--- config.mk ---
export PLATFORM = sky130hd
export DESIGN_NAME = clk_ctrl_reg
export DESIGN_NICKNAME = d
export VERILOG_FILES = /design/src/rtl/clk_ctrl_pkg.sv /design/src/rtl/clk_ctrl_wr_filter.sv /design/src/rtl/clk_ctrl_rdy_track.sv /design/src/rtl/clk_ctrl_fail_det.sv /design/src/rtl/clk_ctrl_reg.sv
export SDC_FILE = /design/constraint.sdc
export NUM_CORES = 1
export LEC_CHECK = 0
export BUFFER_PORTS_ARGS = -buffer_cell sky130_fd_sc_hd__buf_4
export CORE_AREA = 5 5 56 53
export DETAILED_ROUTE_END_ITERATION = 16
export DIE_AREA = 0 0 61 58
export PLACE_DENSITY = 0.77
export SLEW_MARGIN = 20
export SYNTH_ARGS = -nofsm -noshare
export SYNTH_HDL_FRONTEND = slang
export SYNTH_HIERARCHICAL = 1
export SYNTH_SLANG_ARGS = --single-unit
--- constraint.sdc ---
create_clock -name clk_i -period 1.4 [get_ports clk_i]
set_input_delay 0.14 -clock clk_i [delete_from_list [all_inputs] [get_ports clk_i]]
set_output_delay 0.14 -clock clk_i [all_outputs]
set_load 0.01 [all_outputs]
--- src/rtl/clk_ctrl_pkg.sv ---
`timescale 1ns/1ps
package clk_ctrl_pkg;
  localparam int OSC_EN_B   = 16;
  localparam int OSC_RDY_B  = 17;
  localparam int BYP_B      = 18;
  localparam int DET_EN_B   = 19;
  localparam int PLL_EN_B   = 24;
  localparam int PLL_RDY_B  = 25;
  localparam int PLL2_EN_B  = 26;
  localparam int PLL2_RDY_B = 27;

  typedef enum logic [1:0] {
    SYS_INT = 2'd0,
    SYS_OSC = 2'd1,
    SYS_PLL = 2'd2
  } sys_sel_e;

  typedef struct packed {
    logic pll2_en;
    logic pll_en;
    logic det_en;
    logic byp;
    logic osc_en;
  } ctl_t;
endpackage

--- src/rtl/clk_ctrl_wr_filter.sv ---
`timescale 1ns/1ps
module clk_ctrl_wr_filter
  import clk_ctrl_pkg::*;
(
  input  ctl_t       cur_i,
  input  logic       we_i,
  input  ctl_t       wd_i,
  input  logic [1:0] sel_i,
  input  logic       pend_i,
  input  logic       pll_src_i,
  input  logic       lowpwr_i,
  output ctl_t       nxt_o
);
  logic osc_busy, pll_busy, pll2_busy;

  assign osc_busy  = (sel_i == SYS_OSC) || ((sel_i == SYS_PLL) && !pll_src_i);
  assign pll_busy  = (sel_i == SYS_PLL) || pend_i;
  assign pll2_busy = (sel_i == SYS_PLL) && pll_src_i;

  always_comb begin
    nxt_o = cur_i;
    if (we_i) begin
      nxt_o.det_en  = wd_i.det_en;
      nxt_o.osc_en  = wd_i.osc_en  | (cur_i.osc_en  & osc_busy);
      nxt_o.pll_en  = wd_i.pll_en  | (cur_i.pll_en  & pll_busy);
      nxt_o.pll2_en = wd_i.pll2_en | (cur_i.pll2_en & pll2_busy);
      // bypass frozen while the oscillator is enabled
      if (!cur_i.osc_en) nxt_o.byp = wd_i.byp;
    end
    if (lowpwr_i) begin
      nxt_o.osc_en  = 1'b0;
      nxt_o.pll_en  = 1'b0;
      nxt_o.pll2_en = 1'b0;
    end
  end
endmodule

--- src/rtl/clk_ctrl_rdy_track.sv ---
`timescale 1ns/1ps
module clk_ctrl_rdy_track #(
  parameter int DROP_TICKS = 6
) (
  input  logic clk_i,
  input  logic rst_ni,
  input  logic en_i,
  input  logic stable_i,
  input  logic tick_i,
  output logic rdy_o
);
  localparam int CNT_W = $clog2(DROP_TICKS + 1);
  localparam logic [CNT_W-1:0] LAST = CNT_W'(DROP_TICKS - 1);

  logic [CNT_W-1:0] cnt_q;

  always_ff @(posedge clk_i or negedge rst_ni) begin
    if (!rst_ni) begin
      rdy_o <= 1'b0;
      cnt_q <= '0;
    end else if (en_i) begin
      rdy_o <= stable_i;
      cnt_q <= '0;
    end else if (rdy_o && tick_i) begin
      if (cnt_q == LAST) begin
        rdy_o <= 1'b0;
        cnt_q <= '0;
      end else begin
        cnt_q <= cnt_q + 1'b1;
      end
    end
  end
endmodule

--- src/rtl/clk_ctrl_fail_det.sv ---
`timescale 1ns/1ps
module clk_ctrl_fail_det (
  input  logic clk_i,
  input  logic rst_ni,
  input  logic det_en_i,
  input  logic rdy_i,
  input  logic fail_i,
  input  logic clr_i,
  output logic active_o,
  output logic irq_o
);
  logic trip_q;

  assign active_o = det_en_i & rdy_i & ~trip_q;

  always_ff @(posedge clk_i or negedge rst_ni) begin
    if (!rst_ni) begin
      trip_q <= 1'b0;
      irq_o  <= 1'b0;
    end else begin
      // re-arm once the oscillator or the enable goes away
      if (!rdy_i || !det_en_i) trip_q <= 1'b0;
      else if (active_o && fail_i) trip_q <= 1'b1;
      if (active_o && fail_i) irq_o <= 1'b1;
      else if (clr_i) irq_o <= 1'b0;
    end
  end
endmodule

--- src/rtl/clk_ctrl_reg.sv ---
`timescale 1ns/1ps
module clk_ctrl_reg
  import clk_ctrl_pkg::*;
#(
  parameter int DATA_W     = 32,
  parameter int DROP_TICKS = 6,
  parameter int N_PLL      = 2
) (
  input  logic              clk_i,
  input  logic              rst_ni,
  input  logic              wr_en_i,
  input  logic [DATA_W-1:0] wr_data_i,
  output logic [DATA_W-1:0] rd_data_o,
  input  logic              lowpwr_i,
  input  logic [1:0]        sysclk_sel_i,
  input  logic              sysclk_pend_i,
  input  logic              pll_src_i,
  input  logic              osc_stable_i,
  input  logic              osc_tick_i,
  input  logic              pll_lock_i,
  input  logic              pll2_lock_i,
  input  logic              osc_fail_i,
  input  logic              fail_clr_i,
  output logic              det_active_o,
  output logic              fail_irq_o
);
  ctl_t ctl_q, ctl_d, wd;
  logic osc_rdy;
  logic [N_PLL-1:0] lock_in, lock_q;

  assign wd.osc_en  = wr_data_i[OSC_EN_B];
  assign wd.byp     = wr_data_i[BYP_B];
  assign wd.det_en  = wr_data_i[DET_EN_B];
  assign wd.pll_en  = wr_data_i[PLL_EN_B];
  assign wd.pll2_en = wr_data_i[PLL2_EN_B];

  clk_ctrl_wr_filter u_filter (
    .cur_i     (ctl_q),
    .we_i      (wr_en_i),
    .wd_i      (wd),
    .sel_i     (sysclk_sel_i),
    .pend_i    (sysclk_pend_i),
    .pll_src_i (pll_src_i),
    .lowpwr_i  (lowpwr_i),
    .nxt_o     (ctl_d)
  );

  always_ff @(posedge clk_i or negedge rst_ni) begin
    if (!rst_ni) ctl_q <= '0;
    else         ctl_q <= ctl_d;
  end

  clk_ctrl_rdy_track #(.DROP_TICKS(DROP_TICKS)) u_rdy (
    .clk_i    (clk_i),
    .rst_ni   (rst_ni),
    .en_i     (ctl_q.osc_en),
    .stable_i (osc_stable_i),
    .tick_i   (osc_tick_i),
    .rdy_o    (osc_rdy)
  );

  assign lock_in = {pll2_lock_i, pll_lock_i};

  for (genvar g = 0; g < N_PLL; g++) begin : g_lock
    always_ff @(posedge clk_i or negedge rst_ni) begin
      if (!rst_ni) lock_q[g] <= 1'b0;
      else         lock_q[g] <= lock_in[g];
    end
  end

  clk_ctrl_fail_det u_det (
    .clk_i    (clk_i),
    .rst_ni   (rst_ni),
    .det_en_i (ctl_q.det_en),
    .rdy_i    (osc_rdy),
    .fail_i   (osc_fail_i),
    .clr_i    (fail_clr_i),
    .active_o (det_active_o),
    .irq_o    (fail_irq_o)
  );

  always_comb begin
    rd_data_o             = '0;
    rd_data_o[OSC_EN_B]   = ctl_q.osc_en;
    rd_data_o[OSC_RDY_B]  = osc_rdy;
    rd_data_o[BYP_B]      = ctl_q.byp;
    rd_data_o[DET_EN_B]   = ctl_q.det_en;
    rd_data_o[PLL_EN_B]   = ctl_q.pll_en;
    rd_data_o[PLL_RDY_B]  = lock_q[0];
    rd_data_o[PLL2_EN_B]  = ctl_q.pll2_en;
    rd_data_o[PLL2_RDY_B] = lock_q[N_PLL-1];
  end
endmodule

==> run summary <==
Status -> completed
Setup total negative slack -> 0 ps
Starting Density -> 32.6%
Storage element area -> 325 um^2
Die height -> 58 um
GP Congestion -> 0.672
Synth Warn # -> 6
Full die area -> 0.00354 mm^2
Post-CTS Setup Bufs -> 0
Ant. Diodes -> 0
Area fraction of the dominant cell type after synthesis -> 42.6%
P&R area growth vs syn -> 26.4%
Root Buffer -> clkbuf_4
Final Hold Fails -> 0
Crit path DAT -> 1050 ps
Wire length on met3 -> 116 um
Clk sinks -> 13
Total GRT Usage -> 9.90%
Clk_skew -> 1.49 ps
Startpoint types -> flop
Final setup fails -> 0
R2r setup slk -> 280 ps
Seq/Total Area, Yosys -> 42.6%
Post-synthesis compound-gate area fraction -> 11.8%
Hold slack final -> 28.9 ps
Worst slack at placement -> 275 ps
DP Wirelength -> 1.28 mm
Area of the multi-input gates -> 325 um^2
Initial antenna violation count -> 0
Residual DRC -> 0
Simple-gate share of the synthesized area -> 14.8%
Largest family of logic cells by synthesized area -> buffers and inverters
CTS Buf Count -> 3
Number of global-route vias before repair -> 596
Insertion delay to the later sink of the worst-skew pair -> 270 ps
Vias/cell -> 4.08
DRT Pass-1 Iters -> 2
Area leader, netlist -> dfrtp_1
Die Width -> 61 um
MaxCap Viol Count -> 0
Final worst-path cycle share -> 85.0%
Ranking of synthesized cells by area -> dfrtp_1, buf_4, a21oi_1, a22o_1, a2111oi_2
RSZ-0062 raised after global routing -> no
Synth unique cells -> 27
Highest routed layer -> met4
VDD IR max -> 0.506 mV
Cell total after placement -> 128
Post-Syn Area -> 763 um^2
Reg clk slew, reported paths -> 80 ps
Post-Synth Adder-Cell Area -> 0%
Cts hold-fix bufs -> 3
Largest net degree at the start of global routing -> 14
Routed Antenna Nets -> 0
CTS H-tree depth -> 1
Final period demand of the worst path -> 1190 ps
TritonCTS clock tree -> yes
Worst setup margin -> 210 ps
CP Data Required Time -> 1260 ps
Remaining global-route overflow -> 0
Initial drt markers -> 2
Port Buffers -> 28
Final-report max-slew violation count -> 0
Leakage -> 0.526 nW
Worst min-delay path category -> in2reg
Critical path class -> reg2out
Maximum clock rate -> 0.840 GHz
Vias -> 551
Core area -> 0.00234 mm^2
Number of synthesized register bits -> 13
DR WL/cell -> 11.6 um
Num rows -> 17
Worst Path Max Fanout -> 7
Met2 wire length -> 821 um
Final #Nets -> 154
Syn Inst Count -> 74
Clock Path Buffers -> 2
Share of layout cells above drive strength 1 -> 34.6%
Worst Setup End Kind -> primary output
Avg Cell Area, Syn -> 10.3 um^2
Filler Cell Count -> 242
Total wire length -> 1.56 mm
Multiplexer area fraction after synthesis -> 4.26%
Boundary pin count -> 80
# resized after CTS -> 0
Power density cells -> 1040 mW/mm^2
M1 WL -> 602 um
First-pass GRT wire length -> 2.60 mm
Fin cells -> 135
Synth Area in XOR/XNOR -> 0%
[Yosys cell counts, drive strengths merged]
cell type   n
nand2b      1
mux2i       1
mux2        2
inv         3
a21oi       4
and3b       2
nor3        2
and2b       2
a2111oi     1
nor2b       2
and3        1
o31ai       1
a21bo       1
conb        1
dfrtp      13
buf        25
or3b        1
nand2       3
nand3b      2
o21ai       2
nand4b      1
o211a       1
a22o        2
[report_power, final]
group / total [mW] / leakage (nW) / internal, mW / switching, mW
logic: 0.288 / 0.342 / 0.164 / 0.123
registers: 0.486 / 0.167 / 0.435 / 0.0504
clock network: 0.228 / 0.0177 / 0.106 / 0.123
total: 1.00 / 0.526 / 0.705 / 0.296
[worst max-delay path: stages, from the launching register on]
cell and delay [ps]:
dfrtp_1 440, and3b_1 200, buf_4 140
[sequential cells by signal, indices dropped and copies added, names as in the netlist]
name / cells
u_det/trip_q: 1
u_rdy/cnt_q: 3
rd_data_o: 7
u_det/irq_o: 1
u_rdy/rdy_o: 1
[area by class of cell]
cell class                 count  area share (%)
clock inverter                 1           0.519
multi-input combinational     56            33.7
clock buffer                   3            2.33
sequential                    13            33.7
tap                           28            3.63
inverter                       3            1.17
timing repair buffer          31            24.9
[per-layer routing]
metal | vias to the layer above | track usage [%]
met2 | 31 | 16.9
met5 | - | 0
li1 | 268 | -
met3 | 2 | 1.56
met1 | 250 | 11.5
met4 | 0 | 5.57
[path summary, 6_finish.rpt]
kind                       cells after the start                    endpoint                startpoint
setup reg to reg                               2  u_rdy/cnt_q[1]$_DFFE_PN0P_   u_rdy/rdy_o$_DFFE_PN0P_
setup / recovery                               2                det_active_o   u_rdy/rdy_o$_DFFE_PN0P_
min in group asynchronous                      2     rd_data_o[16]$_DFF_PN0_                    rst_ni
hold / removal                                 2     rd_data_o[24]$_DFF_PN0_                  lowpwr_i
max in group asynchronous                      2     u_rdy/rdy_o$_DFFE_PN0P_                    rst_ni
hold reg to reg                                1    u_det/trip_q$_DFFE_PN0P_  u_det/trip_q$_DFFE_PN0P_
[layout by cell type, fill, tap and decap left out, drive strengths merged, types with 3 or more instances in the layout]
cell type    instances
buf                 28
conb                24
dfrtp               13
a21oi                4
clkbuf               3
dlygate4sd3          3
nand2                3
inv                  3
[kinds of logic (layout without fill, tap and decap cells)]
family | after synthesis | after routing
buf+inv | 28 | 38
simple gates | 17 | 17
flops | 13 | 13
compound gates | 12 | 12
mux | 3 | 3
other cells | 1 | 24
[stage by stage]
stage                     cell area, um^2  power, mW  utilization [%]
after floorplan                       850      0.707                -
after global placement                907      0.762             38.8
after detailed placement              907      0.779             38.8
after CTS                             965       1.01             41.2
after global routing                  965       1.08             41.2
final                                 965       1.00             41.2
Power figures use the tool's default switching activity.
